--- src/rtl/fm_lfo_pkg.sv ---
package fm_lfo_pkg;

    localparam int POS_W     = 7;
    localparam int AM_W      = 7;
    localparam int PM_W      = 5;
    localparam int FNUM_W    = 7;
    localparam int PMS_W     = 3;
    localparam int AMS_W     = 2;
    localparam int RATE_W    = 3;
    localparam int NUM_RATES = 1 << RATE_W;
    localparam int INC_FLD   = 16;
    localparam int WT_FLD    = 4;
    localparam int MUL_FLD   = 5;
    localparam int SH_FLD    = 3;

    typedef struct packed {
        logic              en;
        logic [RATE_W-1:0] rate;
    } lfo_cfg_t;

    typedef struct packed {
        logic [AM_W-1:0] am;
        logic [PM_W-1:0] pm;
    } lfo_wave_t;

    // triangle: rising for the lower half of the position range, falling after
    function automatic logic [AM_W-1:0] tri_am(input logic [POS_W-1:0] p);
        logic [AM_W-1:0] dbl;
        dbl = {p[POS_W-2:0], 1'b0};
        return p[POS_W-1] ? (7'd126 - dbl) : dbl;
    endfunction

    function automatic logic [PM_W-1:0] pm_of(input logic [POS_W-1:0] p);
        return p[POS_W-1:2];
    endfunction

endpackage

--- src/rtl/fm_lfo_phase_acc.sv ---
module fm_lfo_phase_acc
    import fm_lfo_pkg::*;
#(
    parameter int FRAC_SH = 8,
    parameter logic [NUM_RATES*INC_FLD-1:0] RATE_INC = {
        16'd256, 16'd48, 16'd32, 16'd28, 16'd26, 16'd24, 16'd22, 16'd16}
) (
    input  logic             clk,
    input  logic             rst,
    input  logic             cfg_we,
    input  logic [3:0]       cfg_data,
    input  logic             sample_stb,
    output logic             lfo_en,
    output logic [POS_W-1:0] pos
);
    localparam int CNT_W = FRAC_SH + POS_W;
    localparam int SUM_W = CNT_W + INC_FLD;

    lfo_cfg_t          cfg_q;
    logic [CNT_W-1:0]  cnt_q;
    logic [INC_FLD-1:0] inc_sel;
    logic [SUM_W-1:0]  sum;

    assign inc_sel = RATE_INC[cfg_q.rate*INC_FLD +: INC_FLD];
    assign sum     = {{INC_FLD{1'b0}}, cnt_q} + {{CNT_W{1'b0}}, inc_sel};

    always_ff @(posedge clk) begin
        if (rst) begin
            cfg_q <= '0;
            cnt_q <= '0;
        end else begin
            if (cfg_we) begin
                cfg_q.en   <= cfg_data[3];
                cfg_q.rate <= cfg_data[2:0];
            end
            if (sample_stb && cfg_q.en) begin
                cnt_q <= sum[CNT_W-1:0];
            end
        end
    end

    assign lfo_en = cfg_q.en;
    assign pos    = cnt_q[CNT_W-1:FRAC_SH];

endmodule

--- src/rtl/fm_lfo_wave.sv ---
module fm_lfo_wave
    import fm_lfo_pkg::*;
(
    input  logic             lfo_en,
    input  logic [POS_W-1:0] pos,
    output lfo_wave_t        wave
);
    always_comb begin
        if (lfo_en) begin
            wave.am = tri_am(pos);
            wave.pm = pm_of(pos);
        end else begin
            wave = '0;
        end
    end
endmodule

--- src/rtl/fm_lfo_pm_lookup.sv ---
module fm_lfo_pm_lookup
    import fm_lfo_pkg::*;
#(
    parameter int OFS_W    = 12,
    parameter int SCALE_SH = 3,
    parameter logic [8*WT_FLD-1:0] STEP_WT = {
        4'd7, 4'd6, 4'd5, 4'd4, 4'd3, 4'd2, 4'd1, 4'd0},
    parameter logic [8*MUL_FLD-1:0] DEPTH_MUL = {
        5'd12, 5'd8, 5'd6, 5'd4, 5'd3, 5'd2, 5'd1, 5'd0}
) (
    input  logic [PM_W-1:0]         pm_step,
    input  logic [FNUM_W-1:0]       fnum,
    input  logic [PMS_W-1:0]        pms,
    output logic signed [OFS_W-1:0] offset
);
    localparam int ACC_W = 16;
    localparam int PRD_W = WT_FLD + MUL_FLD;

    logic [2:0]        idx;
    logic              neg;
    logic [WT_FLD-1:0] wt;
    logic [MUL_FLD-1:0] mul;
    logic [PRD_W-1:0]  prod;
    logic [ACC_W-1:0]  part [FNUM_W];
    logic [ACC_W-1:0]  mag;
    logic [ACC_W-1:0]  sval;

    // second quarter mirrors the first, upper half negates the lower
    assign idx  = pm_step[3] ? ~pm_step[2:0] : pm_step[2:0];
    assign neg  = pm_step[4];
    assign wt   = STEP_WT[idx*WT_FLD +: WT_FLD];
    assign mul  = DEPTH_MUL[pms*MUL_FLD +: MUL_FLD];
    assign prod = {{MUL_FLD{1'b0}}, wt} * {{WT_FLD{1'b0}}, mul};

    for (genvar b = 0; b < FNUM_W; b++) begin : g_bit
        logic [ACC_W-1:0] wide;
        assign wide    = {{(ACC_W-PRD_W){1'b0}}, prod} << b;
        assign part[b] = fnum[b] ? (wide >> SCALE_SH) : '0;
    end

    always_comb begin
        mag = '0;
        for (int b = 0; b < FNUM_W; b++) begin
            mag = mag + part[b];
        end
    end

    assign sval   = neg ? (16'd0 - mag) : mag;
    assign offset = sval[OFS_W-1:0];

endmodule

--- src/rtl/fm_lfo_am_scale.sv ---
module fm_lfo_am_scale
    import fm_lfo_pkg::*;
#(
    parameter logic [4*SH_FLD-1:0] AMS_SHIFT = {3'd0, 3'd1, 3'd3, 3'd7}
) (
    input  logic [AM_W-1:0]  am_in,
    input  logic [AMS_W-1:0] ams,
    input  logic             op_en,
    output logic [AM_W-1:0]  am_out
);
    logic [SH_FLD-1:0] sh;
    assign sh     = AMS_SHIFT[ams*SH_FLD +: SH_FLD];
    assign am_out = op_en ? (am_in >> sh) : '0;
endmodule

--- src/rtl/fm_lfo_mod.sv ---
module fm_lfo_mod
    import fm_lfo_pkg::*;
#(
    parameter int FRAC_SH  = 8,
    parameter int OFS_W    = 12,
    parameter int SCALE_SH = 3,
    parameter logic [NUM_RATES*INC_FLD-1:0] RATE_INC = {
        16'd256, 16'd48, 16'd32, 16'd28, 16'd26, 16'd24, 16'd22, 16'd16},
    parameter logic [8*WT_FLD-1:0] STEP_WT = {
        4'd7, 4'd6, 4'd5, 4'd4, 4'd3, 4'd2, 4'd1, 4'd0},
    parameter logic [8*MUL_FLD-1:0] DEPTH_MUL = {
        5'd12, 5'd8, 5'd6, 5'd4, 5'd3, 5'd2, 5'd1, 5'd0},
    parameter logic [4*SH_FLD-1:0] AMS_SHIFT = {3'd0, 3'd1, 3'd3, 3'd7}
) (
    input  logic                    clk,
    input  logic                    rst,
    input  logic                    cfg_we,
    input  logic [3:0]              cfg_data,
    input  logic                    sample_stb,
    output logic [6:0]              am_out,
    output logic [4:0]              pm_step,
    input  logic [6:0]              lk_fnum,
    input  logic [2:0]              lk_pms,
    output logic signed [OFS_W-1:0] lk_offset,
    input  logic [1:0]              ch_ams,
    input  logic                    op_am_en,
    output logic [6:0]              op_am_out
);
    logic             lfo_en;
    logic [POS_W-1:0] pos;
    lfo_wave_t        wave;

    fm_lfo_phase_acc #(
        .FRAC_SH (FRAC_SH),
        .RATE_INC(RATE_INC)
    ) u_acc (
        .clk       (clk),
        .rst       (rst),
        .cfg_we    (cfg_we),
        .cfg_data  (cfg_data),
        .sample_stb(sample_stb),
        .lfo_en    (lfo_en),
        .pos       (pos)
    );

    fm_lfo_wave u_wave (
        .lfo_en(lfo_en),
        .pos   (pos),
        .wave  (wave)
    );

    assign am_out  = wave.am;
    assign pm_step = wave.pm;

    fm_lfo_pm_lookup #(
        .OFS_W    (OFS_W),
        .SCALE_SH (SCALE_SH),
        .STEP_WT  (STEP_WT),
        .DEPTH_MUL(DEPTH_MUL)
    ) u_lookup (
        .pm_step(wave.pm),
        .fnum   (lk_fnum),
        .pms    (lk_pms),
        .offset (lk_offset)
    );

    fm_lfo_am_scale #(
        .AMS_SHIFT(AMS_SHIFT)
    ) u_ams (
        .am_in (wave.am),
        .ams   (ch_ams),
        .op_en (op_am_en),
        .am_out(op_am_out)
    );

endmodule

--- config.mk ---
export PLATFORM = sky130hd
export DESIGN_NAME = fm_lfo_mod
export DESIGN_NICKNAME = d
export VERILOG_FILES = /design/src/rtl/fm_lfo_pkg.sv /design/src/rtl/fm_lfo_phase_acc.sv /design/src/rtl/fm_lfo_wave.sv /design/src/rtl/fm_lfo_pm_lookup.sv /design/src/rtl/fm_lfo_am_scale.sv /design/src/rtl/fm_lfo_mod.sv
export SDC_FILE = /design/constraint.sdc
export NUM_CORES = 1
export LEC_CHECK = 0
export ABC_CLOCK_PERIOD_IN_PS = 9600
export BUFFER_PORTS_ARGS = -buffer_cell sky130_fd_sc_hd__buf_2
export CELL_PAD_IN_SITES_DETAIL_PLACEMENT = 0
export CELL_PAD_IN_SITES_GLOBAL_PLACEMENT = 1
export CORE_MARGIN = 5
export CORE_UTILIZATION = 42
export CTS_BUF_LIST = sky130_fd_sc_hd__clkbuf_16
export DETAILED_ROUTE_END_ITERATION = 10
export PLACE_DENSITY_LB_ADDON = 0.3
export SKIP_LAST_GASP = 1
export SLEW_MARGIN = 30
export SYNTH_ARGS = -nofsm -noshare
export SYNTH_HDL_FRONTEND = slang
export SYNTH_SLANG_ARGS = --single-unit
--- constraint.sdc ---
create_clock -name clk -period 9.6 [get_ports clk]
set_input_delay 0 -clock clk [delete_from_list [all_inputs] [get_ports clk]]
set_output_delay 0 -clock clk [all_outputs]
set_load 0.05 [all_outputs]
==> impl_metrics.tcl <==
set metrics [dict create \
    worstHoldPathType "in -> reg" \
    synth-async-reset-ratio_pct 0 \
    synth_xor_area_share_pct 10.0 \
    postSynthNetCount 530 \
    die-height_microns 100 \
    cts_tree "yes" \
    synth-adder-area-share_pct 34.0 \
    yosysWarnings 0 \
    post_cts_setup_repair_bufs 0 \
    max-clock-path-buffers 2 \
    power-per-cell-area_nw_per_um2 49.6 \
    wl_per_cell_microns 12.2 \
    worst-r2r-cell-count 11 \
    r2r_start "u_acc.cfg_q[1]" \
    postSynthRegisterBits 18 \
    max_slew.worst_pin.slew_ns 0.544 \
    rows 32 \
    ys_dominant_reg_cell "dfxtp_1" \
    area.growth.synth_to_final_pct 13.0 \
    synth_edf_count 0 \
    cts-root-buf "clkbuf_16" \
    outcome "finished clean" \
    finalSetupViolCount 0 \
    ys_types 43 \
    ys_seq_area_share_pct 10.6 \
    setup_total_negative_slack_ns 0 \
    num-nets-final 576 \
    post-dp-hpwl_microns 6030 \
    grt_pass1_vias 2820 \
    synth_cells 435 \
    rsz0062_at_grt "no" \
    maxCapViolCount 0 \
    post_cts_resize_count 0 \
    route.detailed.vias_per_inst 5.03 \
    setup_crit_start_kind "flip-flop" \
    firstDrtPassIters 4 \
    core_region_area_sq_um 7810 \
    finalCriticalPeriod_ns 7.74 \
    synth_simple_gate_area_share_pct 23.2 \
    drt_drc_violations_left 0 \
    critPathMostFrequentCell "fa_1" \
    synth_compound_gate_area_share_pct 13.5 \
    critical_path_fanout_max 20 \
    initial_core_utilization_pct 43.7 \
    grt_antenna_before_repair 0 \
    worst_hold_startpoint "cfg_we" \
    die_area_sq_um 10000 \
    max_freq_mhz 129 \
    worstReg2RegEnd "u_acc.cnt_q[12]" \
    clkTransAtPathRegs_ns 0.05 \
    final.setup_skew_ns 0.00185 \
    critical_path_arrival_ns 7.74 \
    leakage_nw 2.03 \
    gp_congestion 0.804 \
    worstHoldPathCells 3 \
    antenna_left 0 \
    cts-htree-levels 1 \
    post-route-period-util_pct 80.6 \
    globalRouteTotalUtil_pct 14.6 \
    synth_mux_area_share_pct 1.76 \
    place_ws_ns 2.07 \
    timing.final.ws_setup_ns 1.86 \
    routed-via-count 2927 \
    die-width_microns 100 \
    synth_top_family_by_area "adder cells" \
    final_cells 582 \
    finalHoldViolations 0 \
    netlist_top_cells_area "fa_1 18%, ha_1 16%, dfxtp_1 11%" \
    timing.hold.worst_endpoint "u_acc.lfo_en" \
    crit_required_ns 9.60 \
    timing_max_transition_violations_final 0 \
    crit_end_element "output pin" \
    detail_route.wirelength_microns 7110 \
    fillCellCount 797 \
    drt-initial-drc-count 78 \
    crit_type "reg -> out" \
    clock-sinks 18 \
    insertion_delay_ns 0.25 \
    cpMaxStageDelayCell "dfxtp_1" \
    grt_start_max_net_pins 21 \
    grt_first_pass_wirelength_microns 12500 \
    port-buffer-count 50 \
    critical-path-max-stage-delay_ns 0.66 \
    fraction_of_final_layout_cells_with_drive_strength_greater_than_1_pct 12.5 \
    antennaDiodeCount 0 \
    yosysTopAreaCell "fa_1" \
    synthesis.area_per_instance_sq_um 7.84 \
    r2r_slack_ns 7.04 \
    mappedNetlistArea_sq_um 3410 \
    vdd_drop_max_uv 67.2 \
    floorplan.io_pins 52 \
    relative_slew_slack_pct 63.5 \
    grt.overflow.total 0 \
    post_place_cells 574 \
    tritoncts.num_buffers 3 \
    yosys.area.top_type_share_pct 18.2 \
]
[cell type report]
| class | instances | area [sq um] | area share (%) |
|---|---|---|---|
| Tap cell | 102 | 128 | 3.31 |
| Clock inverter | 1 | 3.75 | 0.0974 |
| Clock buffer | 3 | 75.1 | 1.95 |
| Inverter | 48 | 180 | 4.67 |
| Multi-Input combinational cell | 356 | 2820 | 73.1 |
| Timing Repair Buffer | 54 | 290 | 7.53 |
| Sequential cell | 18 | 360 | 9.35 |
[per-stage QoR]
step	cell area, sq um	hold WS [ns]	power, mW	utilization (%)
finish	3850	0.0831	0.191	49.4
global route	3850	0.114	0.202	49.4
CTS	3850	0.0888	0.194	49.4
detailed placement	3740	0.241	0.108	47.9
global placement	3740	0.231	0.107	47.9
floorplan	3410	0.147	0.0981	-
[state kept, by name, indices dropped and copies added, names as in the netlist]
signal / flops
u_acc.lfo_en: 1
u_acc.cfg_q: 3
u_acc.cnt_q: 14
[synth_stat cells (11+ instances only)]
cell type  count
ha_1          43
clkbuf_1      11
xor2_1        21
xnor2_1       18
and2_1        37
o21ai_0       13
nor2_1        42
nand2_1       52
inv_1         48
dfxtp_1       18
fa_1          31
a21oi_1       25
[metal layers]
metal | up-vias | track usage, % | routed length [microns]
li1 | 1509 | - | -
met4 | 0 | 2.38 | 42
met3 | 6 | 1.74 | 175
met1 | 1382 | 19.2 | 3300
met5 | - | 0 | 0
met2 | 30 | 26.1 | 3600
[placed cells by master, fill, tap and decap left out, types with 3 or more instances in the layout]
master,count
a21oi_1,25
fa_1,31
nand2_1,52
mux2i_1,6
nand3_1,6
xor2_1,21
inv_1,48
o21a_1,3
and3_1,4
nand2b_1,4
o21ai_1,3
dfxtp_1,18
nand4_1,3
and2_1,37
xnor2_1,18
a21o_1,10
or3_1,4
clkbuf_16,3
dlygate4sd3_1,4
a31oi_1,3
nor2b_1,3
o21ai_0,13
nor2_1,42
buf_2,50
a211oi_1,4
ha_1,43
[cell families (layout without fill, tap and decap cells)]
logic type      count (synthesis)  count (layout)
simple gates                  164             164
fa+ha+maj                      74              74
compound gates                 72              72
buf+inv                        61             106
xor+xnor                       39              39
flops                          18              18
mux                             6               6
other cells                     1               1
[power by group]
part	leakage, nW	internal (mW)	switching (mW)
logic	1.85	0.0109	0.0173
registers	0.146	0.0766	0.00258
clock network	0.0385	0.0554	0.0286
total	2.03	0.143	0.0485
[worst max-delay path, delay by kind of cell, from the launching register on]
| family | cells | cell delay (ns) |
|---|---|---|
| fa+ha+maj | 8 | 3.49 |
| compound gates | 6 | 1.13 |
| simple gates | 4 | 0.89 |
| xor+xnor | 3 | 0.72 |
| flops | 1 | 0.66 |
| buf+inv | 6 | 0.58 |
[worst max-delay path by stage]
stage	start	to	slack, ns	cells after the start
floorplan	u_acc.lfo_en	lk_offset[11]	2.15	29
global placement	u_acc.lfo_en	lk_offset[11]	2.13	27
detailed placement	u_acc.lfo_en	lk_offset[10]	2.07	27
CTS	u_acc.lfo_en	lk_offset[10]	1.80	27
global route	u_acc.lfo_en	lk_offset[7]	1.28	27
finish	u_acc.lfo_en	lk_offset[11]	1.86	27
[repair_timing]
item | CTS | global route
hold buffers | 4 | 0
setup endpoints to repair | 0 | 0
endpoints found under the hold margin | 4 | 0
No activity file was read; power rests on OpenSTA's default activity.
